<file path="config.mk">
export PLATFORM = sky130hd
export DESIGN_NAME = bswap_unit
export DESIGN_NICKNAME = d
export VERILOG_FILES = /design/src/rtl/bswap_unit.sv
export SDC_FILE = /design/constraint.sdc
export NUM_CORES = 1
export LEC_CHECK = 0
export BUFFER_PORTS_ARGS = -buffer_cell sky130_fd_sc_hd__buf_2
export CAP_MARGIN = 30
export CORE_ASPECT_RATIO = 2
export CORE_MARGIN = 5
export CORE_UTILIZATION = 25
export CTS_BUF_LIST = sky130_fd_sc_hd__clkbuf_16
export DETAILED_ROUTE_END_ITERATION = 10
export GPL_TIMING_DRIVEN = 0
export PLACE_DENSITY = 0.48
export SLEW_MARGIN = 20
export SYNTH_ARGS = -nofsm -noshare
export SYNTH_HDL_FRONTEND = slang
export SYNTH_SLANG_ARGS = --single-unit
export TNS_END_PERCENT = 5
</file>
<file path="constraint.sdc">
create_clock -name clk -period 2.5 [get_ports clk]
set_input_delay 0.25 -clock clk [delete_from_list [all_inputs] [get_ports clk]]
set_output_delay 0.25 -clock clk [all_outputs]
set_load 0.02 [all_outputs]
</file>
<file path="src/rtl/bswap_unit.sv">
module bswap_unit (
  input  logic        clk,
  input  logic        rst_n,
  input  logic        in_valid,
  input  logic [7:0]  in_opcode,
  input  logic [31:0] in_imm,
  input  logic [63:0] in_dst,
  output logic        out_valid,
  output logic [63:0] out_result,
  output logic        out_wen,
  output logic        out_illegal
);

  localparam logic [3:0] OP_SWAP   = 4'hD;
  localparam logic [2:0] CLS_ALU32 = 3'h4;

  wire is_swap = (in_opcode[7:4] == OP_SWAP) && (in_opcode[2:0] == CLS_ALU32);
  wire to_big  = in_opcode[3];

  logic [3:0]  nbytes;
  logic        width_ok;
  logic [63:0] conv;

  always_comb begin
    width_ok = 1'b1;
    case (in_imm)
      32'd16:  nbytes = 4'd2;
      32'd32:  nbytes = 4'd4;
      32'd64:  nbytes = 4'd8;
      default: begin nbytes = 4'd0; width_ok = 1'b0; end
    endcase
  end

  always_comb begin
    conv = '0;
    for (int b = 0; b < 8; b++) begin
      if (4'(b) < nbytes) begin
        if (to_big)
          conv[8*b +: 8] = in_dst[8*(int'(nbytes) - 1 - b) +: 8];
        else
          conv[8*b +: 8] = in_dst[8*b +: 8];
      end
    end
  end

  wire legal = is_swap && width_ok;

  always_ff @(posedge clk or negedge rst_n) begin
    if (!rst_n) begin
      out_valid   <= 1'b0;
      out_wen     <= 1'b0;
      out_illegal <= 1'b0;
      out_result  <= '0;
    end else begin
      out_valid <= in_valid;
      if (in_valid) begin
        out_wen     <= legal;
        out_illegal <= !legal;
        out_result  <= legal ? conv : '0;
      end else begin
        out_wen     <= 1'b0;
        out_illegal <= 1'b0;
      end
    end
  end

endmodule

</file>
# Word-level counts from Yosys, hierarchy flattened
# Index checks and enable logic that the tools add are counted.
# Widths: inputs -> output; s select.
dict set report totals {
  regBits 67
  in_bits 107
  out_inout_bits 67
}
dict set report classes {
  n_addsub 8
  magnitude_cmp 8
  n_eq_ne 5
  shift 8
  muxes 21
  reduce_logical 4
}
# cell count
set ops {}
lappend ops {{$shiftx 64x32->8} 6}
lappend ops {{$mux 8} 16}
lappend ops {{$mux 64} 1}
lappend ops {{$shiftx 64x8->8} 1}
lappend ops {{$shiftx 64x9->8} 1}
lappend ops {{$eq 32x5->1 const B} 1}
lappend ops {{$eq 32x6->1 const B} 1}
lappend ops {{$eq 32x7->1 const B} 1}
lappend ops {{$sub 5x4->6 const B} 4}
lappend ops {{$lt 3x4->1 const A} 4}
lappend ops {{$pmux 4 s3} 1}
lappend ops {{$sub 5x3->6 const B} 2}
lappend ops {{$lt 1x4->1 const A} 2}
lappend ops {{$lt 2x4->1 const A} 2}
lappend ops {{$sub 5x2->6 const B} 1}
lappend ops {{$sub 4x1->5 const B} 1}
lappend ops {{$eq 4x4->1 const B} 1}
lappend ops {{$eq 3x3->1 const B} 1}
lappend ops {{$mux 1} 3}
lappend ops {{$reduce_or 3->1} 1}
lappend ops {{$logic_and 1x1->1} 2}
lappend ops {{$logic_not 1->1} 1}

# Logic depth before layout (Yosys ltp)
# Gate-level depths: netlist (run 1).
dict set report logic_depth {
  word_depth 8
  mapped_depth 18
}

# Worst setup path before layout (run 1)
# Ideal clock, no wire load.
dict set report synth_timing {
  path_type {input to register}
  start {input in_imm[15]}
  end {register out_result[38]}
  arrival_ns 4.270
  path_slack_ns -1.906
  cell_stages 18
  path_buffers 5
  cell_sequence {nor4_4 -> nand4_4 -> nor4_4 -> clkbuf_1 -> inv_1 -> ha_1 -> clkbuf_1 -> o31ai_1 -> nand2_1 -> ha_1 -> inv_1 -> clkbuf_1 -> clkbuf_1 -> ha_1 -> nor4bb_1 -> nand4_1 -> clkbuf_1 -> o21ai_0}
}
dict set report synth_between {
  elab_chain_cells 8
  word_cells_on_any_way 14
  cone_classes {add/sub: 2; order compare: 1; eq/ne: 3; shift: 1; mux: 5; reduce/logical: 2}
}
# item line_no
set synth_rtl {}
lappend synth_rtl {{start: declaration} 6} ;# input logic [31:0] in_imm,
lappend synth_rtl {{$eq 32x7->1, or another cell as far along} 26} ;# case (in_imm)
lappend synth_rtl {{$pmux 4 s3} 26}
lappend synth_rtl {{$sub 4x1->5} 39} ;# conv[8*b +: 8] = in_dst[8*(int'(nbytes) - 1 - b) +: 8];
lappend synth_rtl {{$sub 5x4->6} 39}
lappend synth_rtl {{$shiftx 64x32->8} 39}
lappend synth_rtl {{$mux 8} 38} ;# if (to_big)
lappend synth_rtl {{$mux 8} 37} ;# if (4'(b) < nbytes) begin
lappend synth_rtl {{$mux 64 *} 59} ;# out_result <= legal ? conv : '0;
lappend synth_rtl {{end signal: assignment} 59}
lappend synth_rtl {{end: declaration} 9} ;# output logic [63:0] out_result,
# Every way passes the cells marked *; elsewhere a longest branch is shown, timed or not.
# A chain may end at the register's enable or synchronous reset.

# Final worst setup path (run 1)
dict set report layout_timing {
  start {input in_imm[2]}
  end {register out_result[43]}
}
# Same word-level chain as after synthesis.

==> results of run 1 <==
==> cell usage in the layout, fill, tap and decap left out, types with 19 or more instances in the layout <==
cell,netlist,final
buf_4,0,30
nor2_1,35,35
dfrtp_1,67,67
o221ai_1,28,28
mux4_2,47,48
nor3_1,35,31
buf_2,6,172
nand4_1,19,19
inv_1,83,82
nand2_1,51,48
clkbuf_1,42,27
==> stage by stage <==
step                      total power [mW]  util, %  cell area (sq um)  TNS (ns)  hold WS (ns)
after floorplan                       1.27        -               5690    -70.48       -0.0456
final                                 2.77     35.4               7820    -27.55        0.0106
after CTS                             2.77     34.1               7520    -36.00        0.0116
after global routing                  2.84     35.4               7820    -40.15        0.0226
after global placement                1.50     31.3               6900   -145.59         0.372
after detailed placement              1.50     31.4               6940   -142.21         0.216
==> repair_timing <==
action,4_1_cts,5_1_grt
pin swaps,23,25
setup endpoints to repair,64,64
endpoints found under the hold margin,29,0
cloned,1,1
setup buffers,17,12
gates resized for setup,47,59
hold buffers,1,0
==> cell families after synthesis <==
group / count (synthesis)
DFF: 67
buffers and inverters: 141
and+or+nand+nor: 181
AOI/OAI and AO/OA: 131
muxes: 48
adders and majority gates: 6
xor gates and xnor gates: 1
==> layout make-up <==
class,count,area (sq um)
Antenna cell,3,7.51
Sequential cell,67,1680
Clock inverter,5,47.5
Multi-Input combinational cell,367,3600
Fill cell,2345,14200
Buffer,53,362
Timing Repair Buffer,207,1220
Inverter,85,327
Clock buffer,9,225
Tap cell,276,345
==> cell usage after synthesis, drive strengths merged (2+ instances only) <==
master,number,area (sq um)
nor4,8,155
nor2b,16,100
nor2,35,131
nand4b,2,17.5
dfrtp,67,1680
nor3,36,191
a21o,16,120
o32a,16,160
nand3b,2,15.0
clkbuf,42,158
inv,85,322
a32o,16,160
a2111oi,16,140
nand2,51,191
o31ai,2,20.0
o21ai,17,85.1
mux4,48,1080
and4,3,26.3
ha,6,75.1
a41oi,16,140
buf,14,75.1
nand4,22,174
o221ai,32,305
==> flip-flops by register name (all words and copies together), names as in the netlist <==
name and count:
out_wen 1, out_valid 1, out_result 64, out_illegal 1
==> where the power goes <==
part / total [mW] / leakage (nW) / switching, mW / internal [mW]
Clock: 1.26 / 0.140 / 0.506 / 0.749
Combinational: 0.424 / 2.59 / 0.260 / 0.164
Sequential: 1.09 / 0.932 / 0.000374 / 1.09
Total: 2.77 / 3.67 / 0.767 / 2.00
==> final timing paths <==
kind / startpoint / to / slack [ns] / cells past startpoint
setup / recovery: in_imm[2] / out_result[43]$_DFFE_PN0P_ / -0.71 / 17
max in group asynchronous: rst_n / out_result[34]$_DFFE_PN0P_ / 1.56 / 3
hold / removal: in_valid / out_valid$_DFF_PN0_ / 0.01 / 1
min in group asynchronous: rst_n / out_result[45]$_DFFE_PN0P_ / 0.37 / 2
setup reg to reg: out_result[38]$_DFFE_PN0P_ / out_result[38]$_DFFE_PN0P_ / 1.43 / 3
hold reg to reg: out_result[15]$_DFFE_PN0P_ / out_result[15]$_DFFE_PN0P_ / 0.50 / 2
==> metal layers <==
layer	up-vias	routed length [um]
met1	2965	8980
met5	-	0
met3	118	1510
met4	0	2180
li1	2631	-
met2	335	15100
==> flow_summary_export.csv, run 1 <==
group,metric,value,unit
outcome,status,"finished with violations",
outcome,violations,"setup timing",
worst_setup_path,cp_data_arrival_time,3.49,ns
worst_setup_path,cp_max_fo,10,
placement,place.port_buffers,173,
sta,max_freq,312,MHz
global_routing,met3_usage,3.61,%
sta,relSlewSlack,36.8,%
clock_network,worstSkewPairLatency,0.36,ns
floorplanning,core,0.0221,sq mm
logic_synthesis,synth_mux_area_share,19.4,%
final_layout,area.growth.synth_to_final,40.1,%
floorplanning,ioPinCount,174,
detailed_routing,wire_per_inst,25.9,um
clock_network,htree_num_levels,3,
floorplanning,dieArea,0.0256,sq mm
worst_setup_path,crit_chain,"buf_2 > nor4_4 > buf_4 > nand4_4 > buf_4 > nor3_4 > buf_4 > inv_4 > buf_6 > ha_1 > ha_1 > ha_4 > nor4bb_4 > nand4_1 > buf_6 > clkbuf_16 > o21ai_1",
worst_setup_path,worstSetupEndpointType,"flip-flop",
final_layout,num-nets-final,903,
logic_synthesis,synth_seq_cells,67,
floorplanning,die_w,116,um
logic_synthesis,synth_xor_area_share,0.157,%
job,maxCapViolations,0,
detailed_routing,vias,6049,
logic_synthesis,synth-main-ff-cell,"dfrtp_1",
clock_network,cts_inserted_buffers,9,
global_routing,grt_pass1_vias,6443,
detailed_routing,drt-initial-drc-count,484,
logic_synthesis,synthArstFlopShare,100,%
worst_setup_path,cp_num_buf_inv,8,
logic_synthesis,syn_nets,688,
logic_synthesis,synth_compound_area_share,20.3,%
sta,finalMaxSlewViolations,0,
logic_synthesis,synth-simple-area-share,18.8,%
worst_setup_path,worst-setup-path-type,"in -> reg",
logic_synthesis,synth_top_family_by_area,"compound AO/OA/AOI/OAI gates",
logic_synthesis,yosys.cell_types.count,42,
detailed_routing,routed_wl,27800,um
clock_network,clock-sinks,67,
global_routing,antenna_found_initial,3,
final_layout,fin_cells,1072,
power_and_ir_drop,leakage,3.67,nW
placement,dp.cells,1026,
clock_network,cts.path.max_buffers,2,
power_and_ir_drop,ir_worst_vdd,253,uV
sta,final_hold_viol_count,0,
detailed_routing,ant_nets,0,
sta,setup_ws,-0.707,ns
detailed_routing,firstDrtPassIters,5,
sta,tightest_slew,0.943,ns
worst_setup_path,critPathMaxStageDelay,0.32,ns
sta,fin_crit_sh,128,%
placement,place.gp.congestion,0.967,
logic_synthesis,syn-instance-count,575,
sta,layout_min_cycle_time,3.21,ns
floorplanning,rows,77,
logic_synthesis,ys_seq_area_share,30.0,%
logic_synthesis,avgSynthCellArea,9.70,sq um
logic_synthesis,synth_warnings,1,
worst_setup_path,timing.critical_path.mode_cell,"buf_4",
sta,finalClockSkew,0,ns
min_path,min_path_type,"in -> reg",
global_routing,grt_max_degree,39,
logic_synthesis,synth-edff-count,0,
worst_setup_path,required,2.78,ns
detailed_routing,vias_per_cell,5.64,
sta,rsz0062_at_grt,"true",
final_layout,drive_above_1_share,43.1,%
clock_network,clk_pin_slew_worst_paths,0.05,ns
sta,setup_viol,64,
global_routing,grt_pass1_wl,40200,um
floorplanning,initial_core_util,25.3,%
global_routing,grt_use_met1,21.4,%
clock_network,cts-root-buf,"clkbuf_16",
worst_setup_path,startpoint_type,"input port",
placement,dpl_worst_slack,-2.63,ns
global_routing,grt_use_total,21.5,%
power_and_ir_drop,power.density,354,mW/mm^2
placement,dpl.hpwl,22600,um
detailed_routing,drc_errors,0,
clock_network,tritoncts,"yes",
worst_setup_path,slowest_stage,"ha_1",
worst_setup_path,path_delay_family,"buffers and inverters",
global_routing,grt.busiest_layer,"met2",
floorplanning,die_h,221,um
global_routing,grt_overflow_total,0,
global_routing,gr-usage-met2,39.2,%
logic_synthesis,synth_adder_area_share,1.35,%
logic_synthesis,syn_area,0.00558,sq mm
(Power assumes the default switching activity.)
==> run 2, diff against run 1 <==
- CORE_ASPECT_RATIO: 2 -> default
==> run 2 against run 1 <==
The run still ends with setup timing left. Via count fell by 1.5%. Non-clock buffer count is 2 higher. Global-route usage decreased by 1.2 points. Clock-buffer cell count did not move. Sequential power hardly changed. Combinational power is 4% higher. Clock skew unchanged. First-iteration DRC count up 33%. Flip-flop and latch count did not move. Core utilization rose by 1.0 points. Critical endpoint is now out_result[44]$_DFFE_PN0P_. Largest cell class unchanged.
==> flow_summary_export.csv, run 2 (synthesized netlist as in run 1, its figures left out) <==
group,metric,value,unit
min_path,min_path_type,"in -> reg",
final_layout,multiInputGateArea,0.00368,sq mm
min_path,whs_path_depth,1,
clock_network,cts-root-buf,"clkbuf_16",
worst_setup_path,worst-setup-path-type,"in -> reg",
worst_setup_path,startpoint_type,"input port",
power_and_ir_drop,p_sw,0.754,mW
detailed_routing,vias_per_cell,5.54,
detailed_routing,firstDrtPassIters,4,
power_and_ir_drop,ir_worst_vdd,315,uV
sta,fin_crit_sh,130,%
sta,finalMaxSlewViolations,0,
sta,tightest_slew,0.859,ns
power_and_ir_drop,pwr-share-clk,42.5,%
placement,dpl_worst_slack,-2.35,ns
final_layout,final_cell_mix,"buf_2, inv_1, dfrtp_1",
sta,relSlewSlack,42.7,%
floorplanning,dieArea,0.0254,sq mm
global_routing,grt_pass1_wl,39800,um
sta,setup_viol,64,
sta,max_freq,309,MHz
worst_setup_path,cp_data_arrival_time,3.51,ns
power_and_ir_drop,power.density,333,mW/mm^2
final_layout,utilization,36.4,%
clock_network,tritoncts,"yes",
worst_setup_path,slowest_stage,"nor4_4",
placement,place.port_buffers,173,
power_and_ir_drop,pwr-share-seq,41.0,%
floorplanning,core,0.0219,sq mm
global_routing,grt_use_total,20.3,%
floorplanning,rows,54,
global_routing,grt_overflow_total,0,
power_and_ir_drop,swShare,28.4,%
clock_network,clock-sinks,67,
worst_setup_path,critPathMaxStageDelay,0.41,ns
clock_network,cts.path.max_buffers,2,
final_layout,largest_reg_flops,64,
sta,final_hold_viol_count,0,
final_layout,regArea,0.00168,sq mm
detailed_routing,vias,5958,
global_routing,grt_max_degree,40,
worst_setup_path,worstSetupEndpointType,"flip-flop",
worst_setup_path,crit_chain,"buf_2 > nor4_4 > nand4_4 > nor4_4 > clkbuf_8 > inv_6 > ha_4 > o31ai_4 > nand2_2 > ha_4 > inv_4 > clkbuf_16 > clkbuf_16 > ha_4 > nor4bb_4 > nand4_1 > buf_6 > clkbuf_16 > o21ai_2",
placement,place.gp.congestion,0.919,
sta,rsz0062_at_grt,"true",
final_layout,nFillCells,2293,
clock_network,htree_num_levels,3,
clock_network,clk_pin_slew_worst_paths,0.05,ns
global_routing,antenna_found_initial,0,
power_and_ir_drop,combPwrFrac,16.5,%
final_layout,drive_above_1_share,45.0,%
power_and_ir_drop,leakage,3.71,nW
detailed_routing,routed_wl,26600,um
sta,finalClockSkew,0,ns
worst_setup_path,cp_max_fo,5,
sta,layout_min_cycle_time,3.24,ns
detailed_routing,wire_per_inst,24.7,um
job,maxCapViolations,0,
outcome,status,"finished with violations",
floorplanning,die_h,159,um
final_layout,regMostFlops,"out_result",
final_layout,final_common_cell,"buf_2",
final_layout,area.growth.synth_to_final,42.9,%
clock_network,worstSkewPairLatency,0.34,ns
sta,holdWs,0.0361,ns
floorplanning,ioPinCount,174,
worst_setup_path,r2r.worst_path.cells,3,
final_layout,num-nets-final,905,
global_routing,grt_pass1_vias,6251,
floorplanning,initial_core_util,25.5,%
worst_setup_path,required,2.77,ns
sta,setup_ws,-0.740,ns
clock_network,cts_inserted_buffers,9,
power_and_ir_drop,p_int,1.90,mW
final_layout,antennaDiodeCount,0,
outcome,violations,"setup timing",
detailed_routing,drc_errors,0,
placement,dpl.hpwl,20800,um
floorplanning,die_w,159,um
detailed_routing,ant_nets,0,
detailed_routing,drt-initial-drc-count,646,
run 2: what timing repair did:
| item | CTS | global route |
|---|---|---|
| cloned | 1 | 0 |
| hold endpoints to repair | 28 | 0 |
| pin swaps | 32 | 18 |
| hold buffers | 1 | 0 |
| resized for setup | 107 | 23 |
| setup buffers | 25 | 6 |
| endpoints found under the setup margin | 64 | 64 |
run 2: layout make-up:
cell class / instances / share of cell area, %
plain buffers: 54 / 5.54
well taps: 280 / 4.39
flip-flops and latches: 67 / 21.0
inverters: 85 / 4.13
repair buffers: 208 / 15.7
multi-input cells: 367 / 46.1
clock buffers: 9 / 2.82
clock inverters: 6 / 0.314
run 2: worst paths after layout:
check | start | to | slack (ns)
worst max-delay path | in_imm[0] | out_result[44]$_DFFE_PN0P_ | -0.74
worst min-delay path | in_valid | out_valid$_DFF_PN0_ | 0.04
worst max register to register | out_result[35]$_DFFE_PN0P_ | out_result[35]$_DFFE_PN0P_ | 1.55
worst min register to register | out_result[9]$_DFFE_PN0P_ | out_result[9]$_DFFE_PN0P_ | 0.51
max in group asynchronous | rst_n | out_result[18]$_DFFE_PN0P_ | 1.57
min in group asynchronous | rst_n | out_result[63]$_DFFE_PN0P_ | 0.38
run 2: worst max-delay path, delay by kind of cell:
kind	cells	cell delay, ns
and+or+nand+nor	6	1.32
buffers and inverters	8	1.04
adders and majority gates	3	0.70
AOI/OAI and AO/OA	2	0.18
run 2: power groups by stage:
stage	sequential (mW)	combinational, mW	clock (mW)
finish	1.09	0.439	1.13
global route	1.09	0.466	1.18
detailed placement	1.11	0.403	0
global placement	1.11	0.398	0
CTS	1.09	0.422	1.15
floorplan	1.11	0.159	0
run 2: metal layers:
metal	wire length, um	track usage, %	up-vias
li1	-	-	2636
met1	11800	28.6	2993
met2	12400	32.2	291
met3	1730	3.26	38
met4	650	5.97	0
met5	0	0	-
run 2: stage by stage:
| stage | TNS (ns) | std cells | cell area, sq um | power, mW |
|---|---|---|---|---|
| 6_report | -33.70 | 1076 | 7980 | 2.65 |
| 5_1_grt | -40.56 | 1076 | 7980 | 2.74 |
| 4_1_cts | -36.54 | 1070 | 7830 | 2.66 |
| 3_5_place_dp | -128.78 | 1030 | 6940 | 1.51 |
| 3_3_place_gp | -130.59 | 1028 | 6900 | 1.50 |
| 2_1_floorplan | -70.48 | 575 | 5690 | 1.27 |
